**src/rtl/smi_gate_pkg.sv**
```systemverilog
`timescale 1ns/1ps
package smi_gate_pkg;

    // Falling-edge detector with re-arm interval
    typedef enum logic [1:0] {
        EDG_ARMED   = 2'd0,
        EDG_LOW     = 2'd1,
        EDG_RECOVER = 2'd2
    } edg_state_t;

    // Handler arbitration
    typedef enum logic {
        ARB_APP = 1'b0,
        ARB_SMM = 1'b1
    } arb_state_t;

endpackage

```
**src/rtl/smi_sync.sv**
```systemverilog
`timescale 1ns/1ps
module smi_sync #(
    parameter int STAGES = 2
) (
    input  logic clk,
    input  logic rst_n,
    input  logic pin_n,
    output logic lvl_n
);
    logic [STAGES-1:0] chain_q;

    always_ff @(posedge clk or negedge rst_n) begin
        if (!rst_n) begin
            chain_q <= '1;
        end else begin
            chain_q <= {chain_q[STAGES-2:0], pin_n};
        end
    end

    assign lvl_n = chain_q[STAGES-1];
endmodule

```
**src/rtl/smi_edge.sv**
```systemverilog
`timescale 1ns/1ps
module smi_edge
    import smi_gate_pkg::*;
#(
    parameter int REARM = 4
) (
    input  logic clk,
    input  logic rst_n,
    input  logic lvl_n,
    output logic fall
);
    localparam int CW = (REARM > 2) ? $clog2(REARM) : 1;
    localparam logic [CW-1:0] LAST = CW'(REARM - 1);

    edg_state_t       state_q, state_d;
    logic [CW-1:0]    cnt_q, cnt_d;

    always_ff @(posedge clk or negedge rst_n) begin
        if (!rst_n) begin
            state_q <= EDG_ARMED;
            cnt_q   <= '0;
        end else begin
            state_q <= state_d;
            cnt_q   <= cnt_d;
        end
    end

    always_comb begin
        state_d = state_q;
        cnt_d   = cnt_q;
        fall    = 1'b0;
        unique case (state_q)
            EDG_ARMED: begin
                if (!lvl_n) begin
                    fall    = 1'b1;
                    state_d = EDG_LOW;
                end
            end
            EDG_LOW: begin
                if (lvl_n) begin
                    state_d = EDG_RECOVER;
                    cnt_d   = CW'(1);
                end
            end
            EDG_RECOVER: begin
                if (!lvl_n) begin
                    state_d = EDG_LOW;
                    cnt_d   = '0;
                end else if (cnt_q == LAST) begin
                    state_d = EDG_ARMED;
                    cnt_d   = '0;
                end else begin
                    cnt_d = cnt_q + 1'b1;
                end
            end
            default: begin
                state_d = EDG_ARMED;
                cnt_d   = '0;
            end
        endcase
    end
endmodule

```
**src/rtl/smi_arb.sv**
```systemverilog
`timescale 1ns/1ps
module smi_arb
    import smi_gate_pkg::*;
(
    input  logic clk,
    input  logic rst_n,
    input  logic fall,
    input  logic boundary,
    input  logic locked,
    input  logic nmi_req,
    input  logic resume,
    output logic take_smi,
    output logic take_nmi,
    output logic in_handler
);
    arb_state_t state_q, state_d;
    logic       pend_q, pend_d;
    logic       go_smi, go_nmi;
    logic       smi_q, nmi_q;

    always_ff @(posedge clk or negedge rst_n) begin
        if (!rst_n) begin
            state_q <= ARB_APP;
            pend_q  <= 1'b0;
            smi_q   <= 1'b0;
            nmi_q   <= 1'b0;
        end else begin
            state_q <= state_d;
            pend_q  <= pend_d;
            smi_q   <= go_smi;
            nmi_q   <= go_nmi;
        end
    end

    always_comb begin
        state_d = state_q;
        go_smi  = 1'b0;
        unique case (state_q)
            ARB_APP: begin
                if (boundary && !locked && pend_q) begin
                    go_smi  = 1'b1;
                    state_d = ARB_SMM;
                end
            end
            ARB_SMM: begin
                if (resume) begin
                    state_d = ARB_APP;
                end
            end
            default: state_d = ARB_APP;
        endcase
        go_nmi = boundary && !locked && nmi_req && !go_smi;
        pend_d = go_smi ? fall : (pend_q | fall);
    end

    assign take_smi   = smi_q;
    assign take_nmi   = nmi_q;
    assign in_handler = (state_q == ARB_SMM);
endmodule

```
**src/rtl/smi_gate.sv**
```systemverilog
`timescale 1ns/1ps
module smi_gate #(
    parameter int SYNC_STAGES = 2,
    parameter int REARM_CLKS  = 4
) (
    input  logic clk,
    input  logic rst_n,
    input  logic smi_n,
    input  logic boundary,
    input  logic locked,
    input  logic nmi_req,
    input  logic resume,
    output logic take_smi,
    output logic take_nmi,
    output logic in_handler
);
    logic lvl_n;
    logic fall;

    smi_sync #(.STAGES(SYNC_STAGES)) i_sync (
        .clk   (clk),
        .rst_n (rst_n),
        .pin_n (smi_n),
        .lvl_n (lvl_n)
    );

    smi_edge #(.REARM(REARM_CLKS)) i_edge (
        .clk   (clk),
        .rst_n (rst_n),
        .lvl_n (lvl_n),
        .fall  (fall)
    );

    smi_arb i_arb (
        .clk        (clk),
        .rst_n      (rst_n),
        .fall       (fall),
        .boundary   (boundary),
        .locked     (locked),
        .nmi_req    (nmi_req),
        .resume     (resume),
        .take_smi   (take_smi),
        .take_nmi   (take_nmi),
        .in_handler (in_handler)
    );
endmodule

```
**config.mk**
```make
export PLATFORM = sky130hd
export DESIGN_NAME = smi_gate
export DESIGN_NICKNAME = d
export VERILOG_FILES = /design/src/rtl/smi_gate_pkg.sv /design/src/rtl/smi_sync.sv /design/src/rtl/smi_edge.sv /design/src/rtl/smi_arb.sv /design/src/rtl/smi_gate.sv
export SDC_FILE = /design/constraint.sdc
export NUM_CORES = 1
export LEC_CHECK = 0
export CELL_PAD_IN_SITES_DETAIL_PLACEMENT = 1
export CELL_PAD_IN_SITES_GLOBAL_PLACEMENT = 2
export CORE_UTILIZATION = 30
export DETAILED_ROUTE_END_ITERATION = 10
export PLACE_DENSITY = 0.76
export SLEW_MARGIN = 15
export SYNTH_ARGS = -nofsm -noshare
export SYNTH_HDL_FRONTEND = slang
export SYNTH_SLANG_ARGS = --single-unit
```
**constraint.sdc**
```tcl
create_clock -name clk -period 1.9 [get_ports clk]
set_clock_uncertainty 0.2 [all_clocks]
set_input_delay 0.285 -clock clk [delete_from_list [all_inputs] [get_ports clk]]
set_output_delay 0.285 -clock clk [all_outputs]
set_load 0.02 [all_outputs]
```
==> results.toml <==
[pwr]
seq_power_share_pct = 39.2
internal_power_uw = 525.3
combPwrFrac_pct = 36.7
power_switching_share_pct = 34.03
p_switching_uw = 270.9
clkPwrFrac_pct = 24.1
power_uw = 796.2
ir_drop_mv = 0.5850
p_leak_uw = 0.0003067
powerDensity_mw_per_mm2 = 1265

[sta]
fin_crit_sh_pct = 92.12
rsz0062_at_grt = "no"
max_slew_margin_pct = 69.87
max_freq_mhz = 571.3
slew_violations = 0
finalHoldViolCount = 0
fin_crit_ns = 1.750
worst-slew-pin-transition_ns = 0.4505
setup_tns_ns = 0
setup_viol = 0

[logic_synthesis]
yosys_register_bits = 10
synth_seq_area_share_pct = 52.33
synth_area_leaders = "dfrtp_1 41%, ha_1 16%, dfstp_2 11%"
yosysWarnings = 0
syn_area_per_cell_um2 = 12.38
synth_cell_types = 16
yosys.area.top_type = "dfrtp_1"
synth.cell_area_um2 = 483.0
syn_inst = 39
synth_top_area_share_pct = 41.45
synth_fp_nets = 52

[clock_tree]
clk_path_buf_depth = 2
clock-sinks = 10
cts_resized = 0
insertion_delay_ns = 0.27
cts_hold_buf = 0
root_buffer = "clkbuf_4"
postCtsSetupBuffers = 0
htreeDepth = 1
cts_made_buffers = 3
clk_pin_slew_ns = 0.07
cts_tree = "done"

[outcome]
status = "complete, no violations"

[worst_setup_path]
rr_startpoint = "i_edge.state_q[1]"
endpoint_kind = "output pin"
r2r_setup_slack_ns = 0.16
path_class = "flop to output pin"
cp_num_buf_inv = 1
crit_family = "buffers and inverters"
crit_start = "i_arb.in_handler"
cp_max_fo = 3
cp_cell_sequence = "clkdlybuf4s50_1"
cp.arrival_ns = 1.27
rr_endpoint = "i_edge.state_q[1]"
cp_slowest_cell = "clkdlybuf4s50_1"
crit_path_start_kind = "flop"
max_stage_delay_ns = 0.62
worstSetupEndpoint = "in_handler"
cp.depth = 1
worstPathRequired_ns = 1.41
rr_worst_depth = 5

[global_route]
grt_max_degree = 11
grt_pass1_vias = 354
track_usage_pct = 12.73
antenna_found_initial = 0
gr-total-overflow = 0
grt_pass1_wl_mm = 1.600

[drt]
vias = 332
postRouteAntennaNets = 0
routedWlPerCell_um = 13.68
avgViaCountPerCell = 4.882
drt_first_pass_iters = 4
drc = 0
drtIter0Drc = 3
routed_wl_um = 930

[placed_design]
gp_congestion = 0.7312
numPortBuffers = 9
hpwl_um = 754

[cells_and_area]
fill_cells = 177
final_cell_mix = "9 x clkdlybuf4s50_1, 8 x dfrtp_1, 7 x inv_1"
drive_above_1_share_pct = 19.23
diodes = 0
layout.nets = 66
area_growth_pct = 30.31
layout_commonest_cell = "clkdlybuf4s50_1"

[floorplanning]
die_h_um = 42.13
die_x_um = 42.13
initial_utilization_pct = 32.06
rows = 14
core_mm2 = 0.001506
dieArea_mm2 = 0.001775
io_pins = 10

[flow_run]
maxCapViolations = 0

[hold_path]
hp-class = "input port to async pin"
synthesized netlist by cell type:
library cell,number
a32o_1,2
and4b_1,1
nand4bb_1,1
a2111oi_1,1
inv_1,7
nand2_1,1
nor2_1,1
nand2b_2,1
a21o_1,1
o21ai_0,4
dfstp_2,2
mux2_4,1
dfrtp_1,8
ha_1,6
and2b_4,1
a21oi_2,1
power by group through the flow:
stage	clock network, µW	logic [µW]	registers (µW)
3_3_place_gp	0	283	309
5_1_grt	214	328	319
6_report	192	292	312
4_1_cts	200	298	312
2_1_floorplan	0	194	316
3_5_place_dp	0	293	317
registers in the layout, indices dropped and copies added, names as in the netlist:
name	cells
i_edge.cnt_q	2
i_edge.state_q	2
i_sync.chain_q	2
i_arb.in_handler	1
i_arb.pend_q	1
i_arb.take_nmi	1
i_arb.take_smi	1
logic make-up after synthesis:
logic type	synth area share, %
DFF	52.33
AOI/OAI and AO/OA	13.73
buffers and inverters	5.441
adders and majority gates	15.54
and+or+nand+nor	9.843
muxes	3.108
final cells by class:
class                      instances  area, µm²  share of cell area (%)
clock buffer                       4      36.28                   5.765
inverter                           7      26.28                   4.175
multi-input combinational         22      203.9                   32.41
sequential                        10      252.7                   40.16
tap                               16      20.02                   3.181
timing repair buffer               9      90.09                   14.31
worst min path at each step:
| stage | endpoint | cells past startpoint |
|---|---|---|
| 2_1_floorplan | i_arb.in_handler | 0 |
| 3_3_place_gp | i_sync.chain_q[1] | 0 |
| 3_5_place_dp | i_sync.chain_q[1] | 0 |
| 4_1_cts | i_edge.cnt_q[0] | 1 |
| 5_1_grt | i_edge.cnt_q[0] | 1 |
| 6_report | i_edge.cnt_q[0] | 1 |
through the flow:
| stage | setup slack (ns) | utilization, % | area (µm²) | std cells | hold slack, ns |
|---|---|---|---|---|---|
| 6_report | 0.1498 | 41.78 | 629.4 | 68 | 0.1266 |
| 3_5_place_dp | 0.1796 | 39.37 | 593.1 | 64 | 0.1469 |
| 5_1_grt | 0.08783 | 41.78 | 629.4 | 68 | 0.1526 |
| 2_1_floorplan | 0.3000 | - | 483.0 | 39 | -0.2106 |
| 4_1_cts | 0.1261 | 41.78 | 629.4 | 68 | 0.1412 |
| 3_3_place_gp | 0.2110 | 39.37 | 593.1 | 64 | 0.1478 |
metal layers:
| metal | vias to the layer above | track usage (%) | part of all wire [%] |
|---|---|---|---|
| met5 | - | 0 | 0 |
| met4 | 0 | 3.750 | 1.9 |
| met3 | 2 | 7.759 | 6.3 |
| met2 | 12 | 21.56 | 54 |
| met1 | 160 | 13.11 | 38 |
| li1 | 158 | - | - |
Note: power is estimated with default switching activity, not from simulation.
